--- src/rtl/wdb_pkg.sv ---
package wdb_pkg;
  typedef enum logic [1:0] {
    CAUSE_NONE   = 2'b00,
    CAUSE_WDOG   = 2'b01,
    CAUSE_PERIOD = 2'b10,
    CAUSE_EARLY  = 2'b11
  } cause_e;
endpackage

--- src/rtl/wdb_limits.sv ---
module wdb_limits #(
  parameter int CW     = 16,
  parameter int HW_MAX = 40
) (
  input  logic          clk_i,
  input  logic          rst_ni,
  input  logic          clr_i,
  input  logic          req_we_i,
  input  logic [CW-1:0] req_data_i,
  input  logic          cap_we_i,
  input  logic [CW-1:0] cap_data_i,
  output logic [CW-1:0] reload_o
);
  localparam logic [CW-1:0] HW  = CW'(HW_MAX);
  localparam logic [CW-1:0] ONE = CW'(1);

  logic [CW-1:0] req_q, req_d, cap_q, cap_d;
  logic [CW-1:0] req_w, cap_w, lim;

  // zero is never stored: it becomes one tick
  assign req_w = (req_data_i == '0) ? ONE : req_data_i;
  assign cap_w = (cap_data_i == '0) ? ONE : cap_data_i;

  always_comb begin
    req_d = req_q;
    cap_d = cap_q;
    if (clr_i) begin
      req_d = HW;
      cap_d = HW;
    end else begin
      if (req_we_i) req_d = req_w;
      if (cap_we_i && (cap_w < cap_q)) cap_d = cap_w;
    end
  end

  always_ff @(posedge clk_i or negedge rst_ni) begin
    if (!rst_ni) begin
      req_q <= HW;
      cap_q <= HW;
    end else begin
      req_q <= req_d;
      cap_q <= cap_d;
    end
  end

  always_comb begin
    lim      = (cap_q < req_q) ? cap_q : req_q;
    reload_o = (lim < HW) ? lim : HW;
  end

  assert_cap_ratchet_R5: assert property (@(posedge clk_i) disable iff (!rst_ni)
    !clr_i |=> cap_q <= $past(cap_q));
  assert_reload_ceiling_R1: assert property (@(posedge clk_i) disable iff (!rst_ni)
    reload_o <= HW);
  assert_reload_nonzero_R4: assert property (@(posedge clk_i) disable iff (!rst_ni)
    reload_o != '0);
  assert_clr_restores_R9: assert property (@(posedge clk_i) disable iff (!rst_ni)
    clr_i |=> (req_q == HW) && (cap_q == HW));
endmodule

--- src/rtl/wdb_countdown.sv ---
module wdb_countdown #(
  parameter int CW     = 16,
  parameter int HW_MAX = 40
) (
  input  logic          clk_i,
  input  logic          rst_ni,
  input  logic          clr_i,
  input  logic          feed_i,
  input  logic [CW-1:0] reload_i,
  output logic          expire_o
);
  localparam logic [CW-1:0] HW = CW'(HW_MAX);

  logic [CW-1:0] cnt_q, cnt_d;

  always_comb begin
    cnt_d = cnt_q;
    if (clr_i)              cnt_d = HW;
    else if (feed_i)        cnt_d = reload_i;
    else if (cnt_q != '0)   cnt_d = cnt_q - CW'(1);
  end

  always_ff @(posedge clk_i or negedge rst_ni) begin
    if (!rst_ni) cnt_q <= HW;
    else         cnt_q <= cnt_d;
  end

  assign expire_o = (cnt_q == '0) && !feed_i;

  assert_feed_loads_R3: assert property (@(posedge clk_i) disable iff (!rst_ni)
    (feed_i && !clr_i) |=> cnt_q == $past(reload_i));
  assert_count_steps_R3: assert property (@(posedge clk_i) disable iff (!rst_ni)
    (!feed_i && !clr_i && cnt_q != '0) |=> cnt_q == $past(cnt_q) - CW'(1));
endmodule

--- src/rtl/wdb_period.sv ---
module wdb_period #(
  parameter int PERIOD = 1000,
  parameter int PW     = 10
) (
  input  logic          clk_i,
  input  logic          rst_ni,
  input  logic          clr_i,
  output logic [PW-1:0] left_o,
  output logic          expire_o
);
  localparam logic [PW-1:0] FULL = PW'(PERIOD);

  logic [PW-1:0] cnt_q, cnt_d;

  always_comb begin
    cnt_d = cnt_q;
    if (clr_i)             cnt_d = FULL;
    else if (cnt_q != '0)  cnt_d = cnt_q - PW'(1);
  end

  always_ff @(posedge clk_i or negedge rst_ni) begin
    if (!rst_ni) cnt_q <= FULL;
    else         cnt_q <= cnt_d;
  end

  assign left_o   = cnt_q;
  assign expire_o = (cnt_q == '0);

  assert_period_steps_R6: assert property (@(posedge clk_i) disable iff (!rst_ni)
    (!clr_i && cnt_q != '0) |=> cnt_q == $past(cnt_q) - PW'(1));
  assert_period_bound_R7: assert property (@(posedge clk_i) disable iff (!rst_ni)
    cnt_q <= FULL);
endmodule

--- src/rtl/wdog_bounded.sv ---
module wdog_bounded #(
  parameter int CW     = 16,
  parameter int HW_MAX = 40,
  parameter int PERIOD = 1000,
  parameter int PW     = $clog2(PERIOD + 1)
) (
  input  logic          clk_i,
  input  logic          rst_ni,
  input  logic          feed_i,
  input  logic          req_we_i,
  input  logic [CW-1:0] req_data_i,
  input  logic          cap_we_i,
  input  logic [CW-1:0] cap_data_i,
  input  logic          early_i,
  output logic [PW-1:0] per_left_o,
  output logic          rst_o,
  output logic [1:0]    cause_o
);
  import wdb_pkg::*;

  logic [1:0]    sync_q;
  logic          rst_sync_n;
  logic [CW-1:0] reload;
  logic          wd_exp, per_exp, trig;
  logic          rst_q, rst_d;
  cause_e        cause_q, cause_d;

  // asynchronous assert, synchronous release
  always_ff @(posedge clk_i or negedge rst_ni) begin
    if (!rst_ni) sync_q <= 2'b00;
    else         sync_q <= {sync_q[0], 1'b1};
  end
  assign rst_sync_n = sync_q[1];

  wdb_limits #(.CW(CW), .HW_MAX(HW_MAX)) u_limits (
    .clk_i(clk_i), .rst_ni(rst_sync_n), .clr_i(trig),
    .req_we_i(req_we_i), .req_data_i(req_data_i),
    .cap_we_i(cap_we_i), .cap_data_i(cap_data_i),
    .reload_o(reload)
  );

  wdb_countdown #(.CW(CW), .HW_MAX(HW_MAX)) u_count (
    .clk_i(clk_i), .rst_ni(rst_sync_n), .clr_i(trig),
    .feed_i(feed_i), .reload_i(reload), .expire_o(wd_exp)
  );

  wdb_period #(.PERIOD(PERIOD), .PW(PW)) u_period (
    .clk_i(clk_i), .rst_ni(rst_sync_n), .clr_i(trig),
    .left_o(per_left_o), .expire_o(per_exp)
  );

  assign trig = per_exp | wd_exp | early_i;

  always_comb begin
    rst_d   = trig;
    cause_d = cause_q;
    if (per_exp)      cause_d = CAUSE_PERIOD;
    else if (wd_exp)  cause_d = CAUSE_WDOG;
    else if (early_i) cause_d = CAUSE_EARLY;
  end

  always_ff @(posedge clk_i or negedge rst_sync_n) begin
    if (!rst_sync_n) begin
      rst_q   <= 1'b0;
      cause_q <= CAUSE_NONE;
    end else begin
      rst_q   <= rst_d;
      cause_q <= cause_d;
    end
  end

  assign rst_o   = rst_q;
  assign cause_o = cause_q;

  assert_early_pulse_R8: assert property (@(posedge clk_i) disable iff (!rst_sync_n)
    early_i |=> rst_o);
  assert_pulse_reloads_R9: assert property (@(posedge clk_i) disable iff (!rst_sync_n)
    rst_o |-> per_left_o == PW'(PERIOD));
  assert_pulse_has_cause_R10: assert property (@(posedge clk_i) disable iff (!rst_sync_n)
    rst_o |-> cause_o != CAUSE_NONE);
endmodule

--- config.mk ---
export PLATFORM = sky130hd
export DESIGN_NAME = wdog_bounded
export DESIGN_NICKNAME = d
export VERILOG_FILES = /design/src/rtl/wdb_pkg.sv /design/src/rtl/wdb_limits.sv /design/src/rtl/wdb_countdown.sv /design/src/rtl/wdb_period.sv /design/src/rtl/wdog_bounded.sv
export SDC_FILE = /design/constraint.sdc
export NUM_CORES = 1
export LEC_CHECK = 0
export ABC_AREA = 1
export BUFFER_PORTS_ARGS = -buffer_cell sky130_fd_sc_hd__buf_2
export CORE_MARGIN = 2
export CORE_UTILIZATION = 58
export CTS_CLUSTER_DIAMETER = 80
export CTS_CLUSTER_SIZE = 12
export DETAILED_ROUTE_END_ITERATION = 10
export PLACE_DENSITY = 0.82
export SYNTH_ARGS = -nofsm -noshare
export SYNTH_HDL_FRONTEND = slang
export SYNTH_SLANG_ARGS = --single-unit
--- constraint.sdc ---
create_clock -name clk_i -period 3.61 [get_ports clk_i]
set_clock_uncertainty 0.15 [all_clocks]
set_input_delay 0.361 -clock clk_i [delete_from_list [all_inputs] [get_ports clk_i]]
set_output_delay 0.361 -clock clk_i [all_outputs]
set_load 0.1 [all_outputs]
==> flow_metrics.tcl <==
set metrics [dict create \
    dieArea_sq_um 7500 \
    critPathCaptureType "register" \
    ios 51 \
    p_switching_uw 643 \
    syn-num-nets 556 \
    synth_seq_area_share_pct 40.2 \
    core_sq_um 6680 \
    synth-compound-area-share_pct 7.15 \
    holdCritPathClass "in -> reg" \
    setup_viol 0 \
    place_congestion 0.959 \
    worstHoldStart "req_data_i[5]" \
    critPathLaunchType "register" \
    multi_input_comb_area_sq_um 1980 \
    vias 3321 \
    intPower_uw 1290 \
    row_count 30 \
    post-route-period-util_pct 73.2 \
    power.share.clock_pct 34.6 \
    regToRegSetupSlack_ps 970 \
    status "complete, no violations" \
    rsz0062_at_grt "no" \
    synth-main-ff-cell "dfrtp_1" \
    whs_path_depth 3 \
    path_class "reg -> reg" \
    finalHoldViolations 0 \
    ys_ff_latch 63 \
    worstPathArrival_ps 2710 \
    fillers 545 \
    ir_drop_v 0.000215 \
    finalMaxSlewViolations 0 \
    h-tree-depth 3 \
    worst_slew_pin_slew_ps 959 \
    clock_sinks 63 \
    cts_setup_buffers 0 \
    fin_crit_ps 2640 \
    dpl.hpwl_mm 6.40 \
    overflow 0 \
    grtUsageTotal_pct 25.2 \
    vias_per_cell 5.47 \
    seq_area_sq_um 1590 \
    synth_area_per_cell_sq_um 8.14 \
    leakage_uw 0.00216 \
    clock_latency_ps 350 \
    grt_pass1_vias 3155 \
    drcViolationCount 0 \
    yosys.area_share.adder_pct 10.1 \
    netlist_area_sq_um 3960 \
    grt_pass1_wl_mm 14.7 \
    worstHoldEndpoint "u_limits.req_q[5]" \
    reg2reg_depth 10 \
    ys_types 42 \
    clockBufferDepth 2 \
    cts_tree "done" \
    powerDensity_nw_per_um2 440 \
    chipWidth_um 86.6 \
    synthSimpleGateAreaFrac_pct 28.9 \
    grt_max_degree 46 \
    required_ps 3680 \
    die_h_um 86.6 \
    antennaDiodeCount 0 \
    reg2reg_from "u_limits.cap_q[5]" \
    drive_gt1_share_pct 20.5 \
    muxShareOfSynthArea_pct 0 \
    firstDrtPassIters 4 \
    mostFrequentLayoutCells "nand2_1 (85), inv_1 (56), nand3_1 (53), dfrtp_1 (50), buf_2 (50)" \
    start_util_pct 59.2 \
    syn-instance-count 486 \
    rr_endpoint "u_limits.cap_q[2]" \
    max_freq_ghz 0.378 \
    ys_async_sr_fraction_pct 100 \
    antenna_found_initial 0 \
    final_common_cell "nand2_1" \
    syn2layout_area_growth_pct 10.9 \
    synth_xor_area_share_pct 3.76 \
    critPathMaxFanout 17 \
    root_buffer "clkbuf_8" \
    comb_power_share_pct 23.6 \
    cap_violations 0 \
    max-slew-margin-rel_pct 36.0 \
    ys_warn_count 0 \
    synth_top_family_by_area "simple AND/OR/NAND/NOR gates" \
    clkTransAtPathRegs_ps 70 \
    synth_edf_count 0 \
    finalSetupTns_ps 0 \
    wl_mm 8.75 \
    io_buffer_count 50 \
    layout.nets 592 \
    cts_hold_buf 1 \
    drt_iter0_markers 213 \
    sw_frac_of_total_pct 33.3 \
    avgRoutedWirePerCell_um 14.4 \
    cts-resized-gates 0 \
    ant_nets 0 \
    power_frac_seq_pct 41.8 \
    power.total_uw 1930 \
    numCtsBuffers 9 \
]
-- routing by layer --
layer / vias to the layer above / track usage, % / wire length, um
li1: 1659 / - / -
met4: 0 / 8.66 / 191
met1: 1569 / 32.8 / 3740
met5: - / 0 / 0
met3: 18 / 4.86 / 353
met2: 75 / 42.3 / 4460
-- Yosys cell counts (2+ instances only) --
master | count | area share (%)
nand2_1 | 85 | 8.1
inv_1 | 56 | 5.3
nand3_1 | 53 | 6.7
dfrtp_1 | 51 | 32
nor2_1 | 45 | 4.3
ha_1 | 32 | 10
clkbuf_1 | 17 | 1.6
o21ai_0 | 17 | 2.2
o21ai_1 | 15 | 1.9
a21oi_1 | 14 | 1.8
nand4_1 | 14 | 2.2
dfstp_2 | 12 | 8.0
xor2_1 | 10 | 2.2
xnor2_1 | 7 | 1.6
buf_6 | 6 | 1.7
nor4_1 | 6 | 0.95
nor3_1 | 5 | 0.63
or2_2 | 5 | 0.79
nor3_2 | 4 | 1.0
buf_2 | 3 | 0.38
nand2_2 | 3 | 0.47
nor2_2 | 3 | 0.47
buf_4 | 2 | 0.38
inv_2 | 2 | 0.19
nand3_4 | 2 | 0.89
-- worst max-delay path by stage --
stage / start / to / slack [ps] / cells past startpoint
global route: u_period.left_o[0] / u_count.cnt_q[3] / 800 / 13
global placement: u_limits.cap_q[5] / u_limits.cap_q[5] / 1080 / 11
floorplan: u_period.left_o[0] / u_count.cnt_q[5] / 990 / 13
detailed placement: u_limits.cap_q[5] / u_limits.cap_q[2] / 1040 / 10
CTS: u_limits.cap_q[5] / u_limits.cap_q[5] / 1020 / 11
finish: u_limits.cap_q[5] / u_limits.cap_q[2] / 970 / 10
-- kinds of logic after synthesis --
family / count (synthesis)
and+or+nand+nor: 233
adders and majority gates: 32
AOI/OAI and AO/OA: 53
other: 1
xor gates and xnor gates: 17
DFF: 63
buffers and inverters: 87
-- final cells by class --
cell class	count	area share [%]
clock inverter	7	2.00
tap	80	2.28
multi-input combinational	336	45.2
inverter	58	4.96
clock buffer	9	2.82
sequential	63	36.3
timing repair buffer	54	6.45
-- power groups by stage --
stage / clock network [uW] / logic, uW / registers, uW
floorplan: 0 / 288 / 885
finish: 667 / 456 / 806
detailed placement: 0 / 450 / 817
global placement: 0 / 433 / 816
CTS: 672 / 455 / 806
global route: 709 / 512 / 813
-- critical path: stages (launching register included) --
cell,delay (ps)
dfstp_2,550
inv_1,60
ha_1,300
a21oi_1,150
nor2_1,50
a211oi_1,160
nand2_1,90
nand2_1,400
nand2_2,340
nand3_1,160
o21ai_0,100
-- through the flow --
stage | utilization (%) | instances | instance area [sq um] | setup slack [ps] | hold slack, ps
2_1_floorplan | - | 486 | 3960 | 986 | -84.6
3_3_place_gp | 62.3 | 590 | 4160 | 1080 | -4.16
3_5_place_dp | 62.3 | 590 | 4160 | 1040 | -2.23
4_1_cts | 65.6 | 607 | 4390 | 1020 | 108
5_1_grt | 65.6 | 607 | 4390 | 796 | 129
6_report | 65.6 | 607 | 4390 | 968 | 115
-- flip-flops by register name (all words and copies together), names as in the netlist --
| register | count |
|---|---|
| u_limits.cap_q | 16 |
| u_period.left_o | 10 |
| rst_o | 1 |
| cause_o | 2 |
| u_count.cnt_q | 16 |
| u_limits.req_q | 16 |
| sync_q | 2 |
(Power assumes the default switching activity.)
